### src/rtl/sup_pkg.sv
`timescale 1ns/1ps
// Shared types for the supply supervisor.
// Assumes: fault sources are independent single-bit conditions.
package sup_pkg;

    // Set of conditions that each hold switching off
    typedef struct packed {
        logic ovp;
        logic ovl;
        logic hot;
    } fault_set_t;

    // True when any fault blocks switching
    function automatic logic fault_blocks(input fault_set_t f);
        return f.ovp | f.ovl | f.hot;
    endfunction

endpackage

### src/rtl/sup_uvlo.sv
`timescale 1ns/1ps
// Powered-state tracker with hysteresis and startup source control.
// Assumes: the turn-on and turn-off flags come from separate comparators.
// When both are high together, turn-off wins.
module sup_uvlo (
    input  logic clk,
    input  logic rst_n,
    input  logic vcc_on_i,
    input  logic vcc_off_i,
    input  logic vcc_pdr_i,
    output logic powered_o,
    output logic on_evt_o,
    output logic off_evt_o,
    output logic hv_en_o,
    output logic hv_hi_o
);
    logic on_q;
    logic pdr_q;

    assign on_evt_o  = !on_q && vcc_on_i && !vcc_off_i;
    assign off_evt_o = on_q && vcc_off_i;

    // Powered state: turn-off has priority over turn-on
    always_ff @(posedge clk) begin
        if (!rst_n)          on_q <= 1'b0;
        else if (vcc_off_i)  on_q <= 1'b0;
        else if (vcc_on_i)   on_q <= 1'b1;
    end

    // Registered power-down-reset flag selecting the startup current level
    always_ff @(posedge clk) begin
        if (!rst_n) pdr_q <= 1'b1;
        else        pdr_q <= vcc_pdr_i;
    end

    assign powered_o = on_q;
    assign hv_en_o   = !on_q;
    assign hv_hi_o   = !on_q && !pdr_q;


    turn_on_chk: assert property (@(posedge clk) disable iff (!rst_n)
        (!powered_o && vcc_on_i && !vcc_off_i) |=> powered_o);

    turn_off_chk: assert property (@(posedge clk) disable iff (!rst_n)
        (powered_o && vcc_off_i) |=> !powered_o);
endmodule

### src/rtl/sup_ovl.sv
`timescale 1ns/1ps
// Overload qualification timer, overload latch and hiccup release counter.
// Assumes: the turn-off event is a one-cycle pulse from the powered tracker.
module sup_ovl #(
    parameter int DELAY    = 33_750_000,
    parameter int RESTARTS = 4
) (
    input  logic clk,
    input  logic rst_n,
    input  logic powered_i,
    input  logic comp_ovl_i,
    input  logic off_evt_i,
    input  logic pdr_i,
    output logic latch_o
);
    localparam int TW = $clog2(DELAY + 1);
    localparam int CW = $clog2(RESTARTS + 1);
    localparam logic [TW-1:0] T_LAST = TW'(DELAY - 1);
    localparam logic [CW-1:0] C_LAST = CW'(RESTARTS - 1);

    logic [TW-1:0] tmr_q;
    logic [CW-1:0] evt_q;
    logic          latch_q;

    // Delay timer, latch set and release by counted turn-off events
    always_ff @(posedge clk) begin
        if (!rst_n || pdr_i) begin
            tmr_q   <= '0;
            evt_q   <= '0;
            latch_q <= 1'b0;
        end else if (latch_q) begin
            tmr_q <= '0;
            if (off_evt_i) begin
                if (evt_q == C_LAST) begin
                    evt_q   <= '0;
                    latch_q <= 1'b0;
                end else begin
                    evt_q <= evt_q + 1'b1;
                end
            end
        end else begin
            evt_q <= '0;
            if (powered_i && comp_ovl_i) begin
                if (tmr_q == T_LAST) begin
                    tmr_q   <= '0;
                    latch_q <= 1'b1;
                end else begin
                    tmr_q <= tmr_q + 1'b1;
                end
            end else begin
                tmr_q <= '0;
            end
        end
    end

    assign latch_o = latch_q;


    ovl_set_cause_chk: assert property (@(posedge clk) disable iff (!rst_n)
        $rose(latch_o) |-> $past(comp_ovl_i && powered_i));

    ovl_release_cause_chk: assert property (@(posedge clk) disable iff (!rst_n)
        $fell(latch_o) |-> $past(off_evt_i || pdr_i));
endmodule

### src/rtl/sup_softstart.sv
`timescale 1ns/1ps
// Soft-start window timer started by each turn-on event.
// Assumes: LEN fits the counter derived from it; LEN of 0 disables the window.
module sup_softstart #(
    parameter int LEN = 1_000_000
) (
    input  logic clk,
    input  logic rst_n,
    input  logic powered_i,
    input  logic on_evt_i,
    input  logic off_evt_i,
    output logic active_o
);
    localparam int SW = $clog2(LEN + 1);
    localparam logic [SW-1:0] LOAD = SW'(LEN);

    logic [SW-1:0] cnt_q;

    // Load on turn-on, clear when unpowered, otherwise count down to zero
    always_ff @(posedge clk) begin
        if (!rst_n)                      cnt_q <= '0;
        else if (on_evt_i)               cnt_q <= LOAD;
        else if (off_evt_i || !powered_i) cnt_q <= '0;
        else if (cnt_q != '0)            cnt_q <= cnt_q - 1'b1;
    end

    assign active_o = powered_i && (cnt_q != '0);

    generate
        if (LEN > 0) begin : g_ss_chk

            ss_start_chk: assert property (@(posedge clk) disable iff (!rst_n)
                on_evt_i |=> active_o);
        end
    endgenerate

    ss_stop_chk: assert property (@(posedge clk) disable iff (!rst_n)
        off_evt_i |=> !active_o);
endmodule

### src/rtl/supply_supervisor.sv
`timescale 1ns/1ps
// Power-state and protection controller: combines supply state, soft start
// and the three fault sources into the switching enable.
// Assumes: all inputs are synchronous digitized comparator flags.
module supply_supervisor #(
    parameter int OLP_DELAY    = 33_750_000,
    parameter int OLP_RESTARTS = 4,
    parameter int SS_CYCLES    = 1_000_000
) (
    input  logic clk,
    input  logic rst_n,
    input  logic vcc_on_i,
    input  logic vcc_off_i,
    input  logic vcc_pdr_i,
    input  logic vcc_ovp_i,
    input  logic comp_ovl_i,
    input  logic temp_hot_i,
    output logic hv_src_en_o,
    output logic hv_src_hi_o,
    output logic soft_start_o,
    output logic sw_en_o
);
    import sup_pkg::*;

    logic       powered;
    logic       on_evt;
    logic       off_evt;
    logic       ovl_latch;
    logic       ovp_q;
    logic       hot_q;
    fault_set_t faults;

    sup_uvlo u_uvlo (
        .clk       (clk),
        .rst_n     (rst_n),
        .vcc_on_i  (vcc_on_i),
        .vcc_off_i (vcc_off_i),
        .vcc_pdr_i (vcc_pdr_i),
        .powered_o (powered),
        .on_evt_o  (on_evt),
        .off_evt_o (off_evt),
        .hv_en_o   (hv_src_en_o),
        .hv_hi_o   (hv_src_hi_o)
    );

    sup_ovl #(.DELAY(OLP_DELAY), .RESTARTS(OLP_RESTARTS)) u_ovl (
        .clk        (clk),
        .rst_n      (rst_n),
        .powered_i  (powered),
        .comp_ovl_i (comp_ovl_i),
        .off_evt_i  (off_evt),
        .pdr_i      (vcc_pdr_i),
        .latch_o    (ovl_latch)
    );

    sup_softstart #(.LEN(SS_CYCLES)) u_ss (
        .clk       (clk),
        .rst_n     (rst_n),
        .powered_i (powered),
        .on_evt_i  (on_evt),
        .off_evt_i (off_evt),
        .active_o  (soft_start_o)
    );

    // Overvoltage latch: set by the flag, cleared by turn-on or power-down reset
    always_ff @(posedge clk) begin
        if (!rst_n)                   ovp_q <= 1'b0;
        else if (vcc_ovp_i)           ovp_q <= 1'b1;
        else if (vcc_pdr_i || on_evt) ovp_q <= 1'b0;
    end

    // Registered overtemperature flag
    always_ff @(posedge clk) begin
        if (!rst_n) hot_q <= 1'b0;
        else        hot_q <= temp_hot_i;
    end

    assign faults  = '{ovp: ovp_q, ovl: ovl_latch, hot: hot_q};
    assign sw_en_o = powered && !fault_blocks(faults);


    ovp_stop_chk: assert property (@(posedge clk) disable iff (!rst_n)
        vcc_ovp_i |=> !sw_en_o);

    ovp_hold_chk: assert property (@(posedge clk) disable iff (!rst_n)
        (!sw_en_o && ovp_q && !vcc_pdr_i && !on_evt) |=> !sw_en_o);

    hot_stop_chk: assert property (@(posedge clk) disable iff (!rst_n)
        temp_hot_i |=> !sw_en_o);

    src_vs_switch_chk: assert property (@(posedge clk) disable iff (!rst_n)
        !(hv_src_en_o && sw_en_o));
endmodule

### config.mk
export PLATFORM = sky130hd
export DESIGN_NAME = supply_supervisor
export DESIGN_NICKNAME = d
export VERILOG_FILES = /design/src/rtl/sup_pkg.sv /design/src/rtl/sup_uvlo.sv /design/src/rtl/sup_ovl.sv /design/src/rtl/sup_softstart.sv /design/src/rtl/supply_supervisor.sv
export SDC_FILE = /design/constraint.sdc
export NUM_CORES = 1
export LEC_CHECK = 0
export ABC_AREA = 0
export BUFFER_PORTS_ARGS = -buffer_cell sky130_fd_sc_hd__buf_2
export CORE_ASPECT_RATIO = 1.5
export CORE_MARGIN = 1
export CORE_UTILIZATION = 35
export CTS_CLUSTER_SIZE = 24
export DETAILED_ROUTE_END_ITERATION = 10
export PLACE_DENSITY = 0.48
export SLEW_MARGIN = 20
export SYNTH_ARGS = -nofsm -noshare
export SYNTH_HDL_FRONTEND = slang
export SYNTH_SLANG_ARGS = --single-unit
### constraint.sdc
create_clock -name clk -period 4.55 [get_ports clk]
set_input_delay 0 -clock clk [delete_from_list [all_inputs] [get_ports clk]]
set_output_delay 0 -clock clk [all_outputs]
set_load 0.005 [all_outputs]
==> results.ini, run 1 <==
[sta]
maxSlewViolCount=0
max_freq_ghz=0.3812
fin_crit_sh_pct=57.65
hold_viol=0
grt_setup_unrepaired=false
max_slew.worst_pin.slew_ps=983.4
period_needed_ps=2623
fin_setup_tns_ps=0
setup_viol_count_final=0
slew_headroom_pct=34.44
finClkSkew_ps=9.875

[route]
met3_wirelength_um=95
vias=2027
final_antenna_net_count=0
dr_wl_met2_um=2779
firstDrtPassIters=4
drt-met1-wl_um=2175
post_drt_via_cell_ratio=5.197
wl_per_cell_um=13.30
drc=0
routed_wl_um=5188
drt_iter0_markers=100
maxUsedRoutingLayer=met4

[floorplanning]
die_x_um=70.50
ios=12
core-area_um2=6852
die_area_um2=7385
placement_rows=37
chipHeight_um=104.8
initial_core_util_pct=35.96

[yosys]
ys_seq_elements=54
yosysUniqueCellTypes=39
synth_area_um2=2464
yosys-top-cells-area=dfxtp_1 44%, nor2_1 8.4%, xnor2_1 8.2%, xor2_1 5.0%, nand3_1 3.9%
syn_inst=290
syn_nets=301
synth_top_cell_by_area=dfxtp_1
synthArstFlopShare_pct=0
synth_seq_area_share_pct=43.88
yosysWarnings=0
yosys_most_used_dff=dfxtp_1
synth.top_cell.area_share_pct=43.88
syn_area_per_cell_um2=8.495
synth_edf_count=0

[placement]
routabilityCongestion=0.8041
dp_hpwl_um=3768
placed_cell_area_um2=2594
port_buffers=11

[cells_and_area]
design_area_um2=2790
drive_above_1_share_pct=7.051
final_cell_mix=55 x nor2_1, 54 x dfxtp_1, 23 x xnor2_1, 19 x nand3_1, 16 x nand2_1
layout_commonest_cell=nor2_1
syn2layout_area_growth_pct=13.26
utilization_pct=40.72
diodes=0
fin_nets=322

[power_and_ir_drop]
switchingPower_w=0.0002346
p_int_w=0.0006977
ir_drop_uv=179.1
seq_power_share_pct=52.4
p_sw_share_pct=25.16
p_per_area_nw_per_um2=334.1
leakagePower_nw=1.011
combPwrFrac_pct=13.0
clock_power_share_pct=34.6

[global_routing]
grt_max_degree=27
grt_remaining_overflow=0
grt_pass1_wl_um=9446
track_usage_pct=16.02
antenna_found_initial=0
first_global_vias=2088

[critical_path]
cp.required_ps=4550
reg2reg_slack_ps=2060
end_kind=output port
startpoint_type=register
crit_type=reg2out
cp.arrival_ps=2620
ff2ff_path_depth=5
cp_max_fo=9

[run_status]
status=completed

[clocking]
clk_latency_ps=310
ctsRootBufferMaster=clkbuf_8
htreeDepth=2
cts_resized=0
cts_buffer_depth=2
clock-sinks=54
clkTransAtPathRegs_ps=100
tritoncts=yes
post-cts-setup-buffers=0
hold_buffers=9
cts_buffers=5

[flow_run]
cap_violations=0

[worst_hold_path]
whs_path_depth=3
hold_path.class=in2reg

-- cells by family (layout without fill, tap and decap cells) --
kind of cell	after synthesis	in the layout	share of synthesized area [%]
compound gates	26	26	6.450
xor+xnor	37	37	13.15
simple gates	156	156	32.86
buf+inv	14	36	2.133
flops	54	54	43.88
fa+ha+maj	3	3	1.524
-- power groups by stage --
stage | clock network [W] | logic, W | registers (W)
after floorplan | 0 | 0.0000907 | 0.000497
after global placement | 0 | 0.000116 | 0.000500
after detailed placement | 0 | 0.000115 | 0.000500
after CTS | 0.000332 | 0.000122 | 0.000489
after global routing | 0.000357 | 0.000136 | 0.000490
final | 0.000322 | 0.000121 | 0.000489
-- final timing paths --
check / from / to
worst max register to register: u_ss.cnt_q[8] / u_ss.cnt_q[16]
worst min-delay path: comp_ovl_i / u_ovl.latch_o
worst min register to register: u_ovl.evt_q[1] / u_ovl.evt_q[1]
worst max-delay path: u_ss.cnt_q[8] / soft_start_o
-- flip-flops by register name (all words and copies together) (netlist names) --
register,flops
u_ovl.latch_o,1
u_ss.cnt_q,20
hot_q,1
ovp_q,1
u_ovl.tmr_q,26
u_uvlo.powered_o,1
u_ovl.evt_q,3
u_uvlo.pdr_q,1
-- metrics by stage --
stage	total power [W]	worst slack (ps)	std cells	hold slack (ps)
after floorplan	0.0005873	2488	290	112.2
after global placement	0.0006154	2021	373	208.8
after detailed placement	0.0006148	2035	373	210.0
after CTS	0.0009435	1895	390	92.61
after global routing	0.0009830	1692	390	126.5
final	0.0009323	1927	390	94.59
-- Yosys cell counts (6+ instances only) --
cell type and n:
inv_1 8, clkbuf_1 6, o21ai_0 6, nor2_1 55
nand3_1 19, xor2_1 14, a21oi_1 7, nand4_1 6
nor3_1 12, and3_1 10, nor4_1 7, dfxtp_1 54
nand2_1 16, xnor2_1 23
-- cell type report --
type / count / area (µm²)
Clock buffer: 7 / 76.32
Sequential cell: 54 / 1081
Timing Repair Buffer: 20 / 145.1
Multi-Input combinational cell: 222 / 1330
Inverter: 8 / 30.03
Clock inverter: 1 / 30.03
Tap cell: 78 / 97.59
Fill cell: 729 / 4061
-- worst max-delay path, stage by stage (launching register included) --
cell,delay [ps]
dfxtp_1,390
nor4_2,700
nand3_1,430
nand2b_1,420
and2_1,250
buf_2,120
-- layer usage --
| layer | GRT usage (%) | up-vias |
|---|---|---|
| li1 | - | 1044 |
| met1 | 17.31 | 956 |
| met2 | 29.61 | 16 |
| met3 | 2.893 | 11 |
| met4 | 7.289 | 0 |
| met5 | 0 | - |
Note: power is estimated with default switching activity, not from simulation.
==> inputs of run 2 (changes only) <==
- PLACE_DENSITY: 0.48 -> 0.5
- clock period: 4.55 -> 2.15 ns (I/O delays scaled with it)
==> results.ini, run 2 (synthesis gave the netlist of run 1 again) <==
[run_status]
status=completed

[global_routing]
first_global_vias=2075  ; -0.62%
grt_max_degree=27  ; unchanged
grt_pass1_wl_um=9204  ; -2.6%
grt_remaining_overflow=0  ; unchanged
track_usage_pct=15.54  ; -0.48 points
antenna_found_initial=0  ; unchanged

[critical_path]
max_stage_delay_ps=560  ; -140 ps
end_kind=register
reg2reg_slack_ps=130  ; -1930 ps
cp_max_fo=5  ; -4
worstReg2RegStart=u_ss.cnt_q[3]
r2r-end=u_ss.cnt_q[15]
crit_family=simple AND/OR/NAND/NOR gates
cp.arrival_ps=2220  ; -400 ps
startpoint_type=register
critPathBufInv=0  ; -1
cp.required_ps=2360  ; -2190 ps
cp_cell_sequence=or4_4 > or3_4 > or4b_1 > xor2_1 > nor2_1
crit_type=reg2reg
ff2ff_path_depth=5  ; unchanged
critPathSlowestCell=or4_4

[sta]
setup_viol_count_final=0  ; unchanged
hold_viol=0  ; unchanged
finClkSkew_ps=8.766  ; -1.109 ps
period_needed_ps=2018
max_freq_ghz=0.4955
max_slew.worst_pin.slew_ps=442.3  ; -541.0 ps
fin_crit_sh_pct=93.86
maxSlewViolCount=0  ; unchanged
fin_setup_tns_ps=0  ; unchanged
grt_setup_unrepaired=false
slew_headroom_pct=70.24  ; +36 points

[clocking]
cts_buffers=5  ; unchanged
clkTransAtPathRegs_ps=90  ; about the same
ctsRootBufferMaster=clkbuf_8
cts_buffer_depth=2  ; unchanged
post-cts-setup-buffers=0  ; unchanged
tritoncts=yes
htreeDepth=2  ; unchanged
clk_latency_ps=300  ; about the same
clock-sinks=54  ; unchanged

[floorplanning]
die_x_um=70.50  ; unchanged
initial_core_util_pct=35.96  ; unchanged
placement_rows=37  ; unchanged
chipHeight_um=104.8  ; unchanged
ios=12  ; unchanged
core-area_um2=6852  ; unchanged
die_area_um2=7385  ; unchanged

[route]
wl_per_cell_um=13.10  ; -1.5%
drc=0  ; unchanged
vias=2076  ; +2.4%
post_drt_via_cell_ratio=5.164  ; -0.64%
routed_wl_um=5267  ; +1.5%
drt_iter0_markers=75  ; -25%
firstDrtPassIters=4  ; unchanged
final_antenna_net_count=0  ; unchanged

[cells_and_area]
syn2layout_area_growth_pct=16.96
fin_nets=336  ; +4.3%
largest_registers=u_ovl.tmr_q x26, u_ss.cnt_q x20, u_ovl.evt_q x3
final_cell_mix=55 x nor2_1, 54 x dfxtp_1, 23 x xnor2_1, 19 x nand3_1, 16 x nand2_1
multi_input_area_um2=1330  ; unchanged
register_area_um2=1081  ; unchanged
drive_above_1_share_pct=11.42  ; +4.4 points
layout_commonest_cell=nor2_1
filler_cell_count=695  ; -4.7%
diodes=0  ; unchanged
top_register=u_ovl.tmr_q
design_area_um2=2882  ; +3.3%
largest_reg_flops=26  ; unchanged

[worst_hold_path]
whs_endpoint=u_ovl.latch_o
whs_path_depth=3  ; unchanged
holdCritStartpoint=comp_ovl_i
hold_path.class=in2reg

[placement]
dp_hpwl_um=3871  ; +2.7%
placed_cell_area_um2=2719  ; +4.8%
routabilityCongestion=0.7818  ; -2.8%
port_buffers=11  ; unchanged

[flow_run]
cap_violations=0  ; unchanged

[power_and_ir_drop]
leakagePower_nw=1.073  ; +6.2%
p_int_w=0.001410  ; +100%
seq_power_share_pct=54.5  ; +2.1 points
clock_power_share_pct=29.5  ; -5.1 points
switchingPower_w=0.0004821  ; +110%
combPwrFrac_pct=16.0  ; +3.0 points
p_per_area_nw_per_um2=656.7  ; +97%
p_sw_share_pct=25.48  ; +0.32 points
ir_drop_uv=263.9  ; +47%

-- run 2: cell count changes in the layout (fill, tap and decap cells not counted), sizes merged --
cell | before | now
clkbuf | 7 | 6
dlygate4sd3 | 9 | 8
bufinv | 1 | 0
buf | 11 | 26
-- run 2: routing by layer --
metal	up-vias	share of wire, %	global-route usage (%)
met3	12	2.2	2.604
met2	28	54	28.85
li1	1073	-	-
met5	-	0	0
met1	963	41	16.79
met4	0	2.7	7.143
-- run 2: power by group through the flow --
stage	sequential [W]	clock [W]	combinational, W
3_5_place_dp	0.00106	0	0.000289
2_1_floorplan	0.00105	0	0.000192
4_1_cts	0.00103	0.000586	0.000302
5_1_grt	0.00104	0.000626	0.000338
6_report	0.00103	0.000557	0.000303
3_3_place_gp	0.00106	0	0.000288
-- run 2: cell type report --
class,instances,share of cell area [%]
clock buffer,6,2.866
inverter,8,1.042
multi-input combinational,222,46.16
sequential,54,37.52
tap,78,3.387
timing repair buffer,34,9.032
-- run 2: worst max path at each step --
stage	from	end	cells past startpoint
after floorplan	u_ss.cnt_q[3]	u_ss.cnt_q[15]	5
after global placement	u_ss.cnt_q[3]	u_ss.cnt_q[15]	5
after detailed placement	u_ss.cnt_q[3]	u_ss.cnt_q[15]	5
after CTS	u_ss.cnt_q[3]	u_ss.cnt_q[15]	5
after global routing	u_ss.cnt_q[3]	u_ss.cnt_q[15]	5
final	u_ss.cnt_q[3]	u_ss.cnt_q[15]	5
-- run 2: timing repair --
item,in CTS,in global routing
endpoints found under the hold margin,6,0
hold buffers,8,0
setup endpoints to repair,0,1
gates resized for setup,0,0
-- run 2: tightest hold or removal path, stage by stage --
cell,delay (ps)
buf_2,90
or4b_1,170
o21ai_0,80
-- run 2: metrics by stage --
stage	hold slack [ps]	worst slack, ps	util (%)	instances	total power (W)
2_1_floorplan	112.2	87.89	-	290	0.001243
3_3_place_gp	208.8	115.6	39.68	388	0.001344
3_5_place_dp	218.5	101.2	39.68	388	0.001344
4_1_cts	83.09	88.78	42.06	402	0.001920
5_1_grt	115.6	28.80	42.06	402	0.001999
6_report	101.0	132.0	42.06	402	0.001892
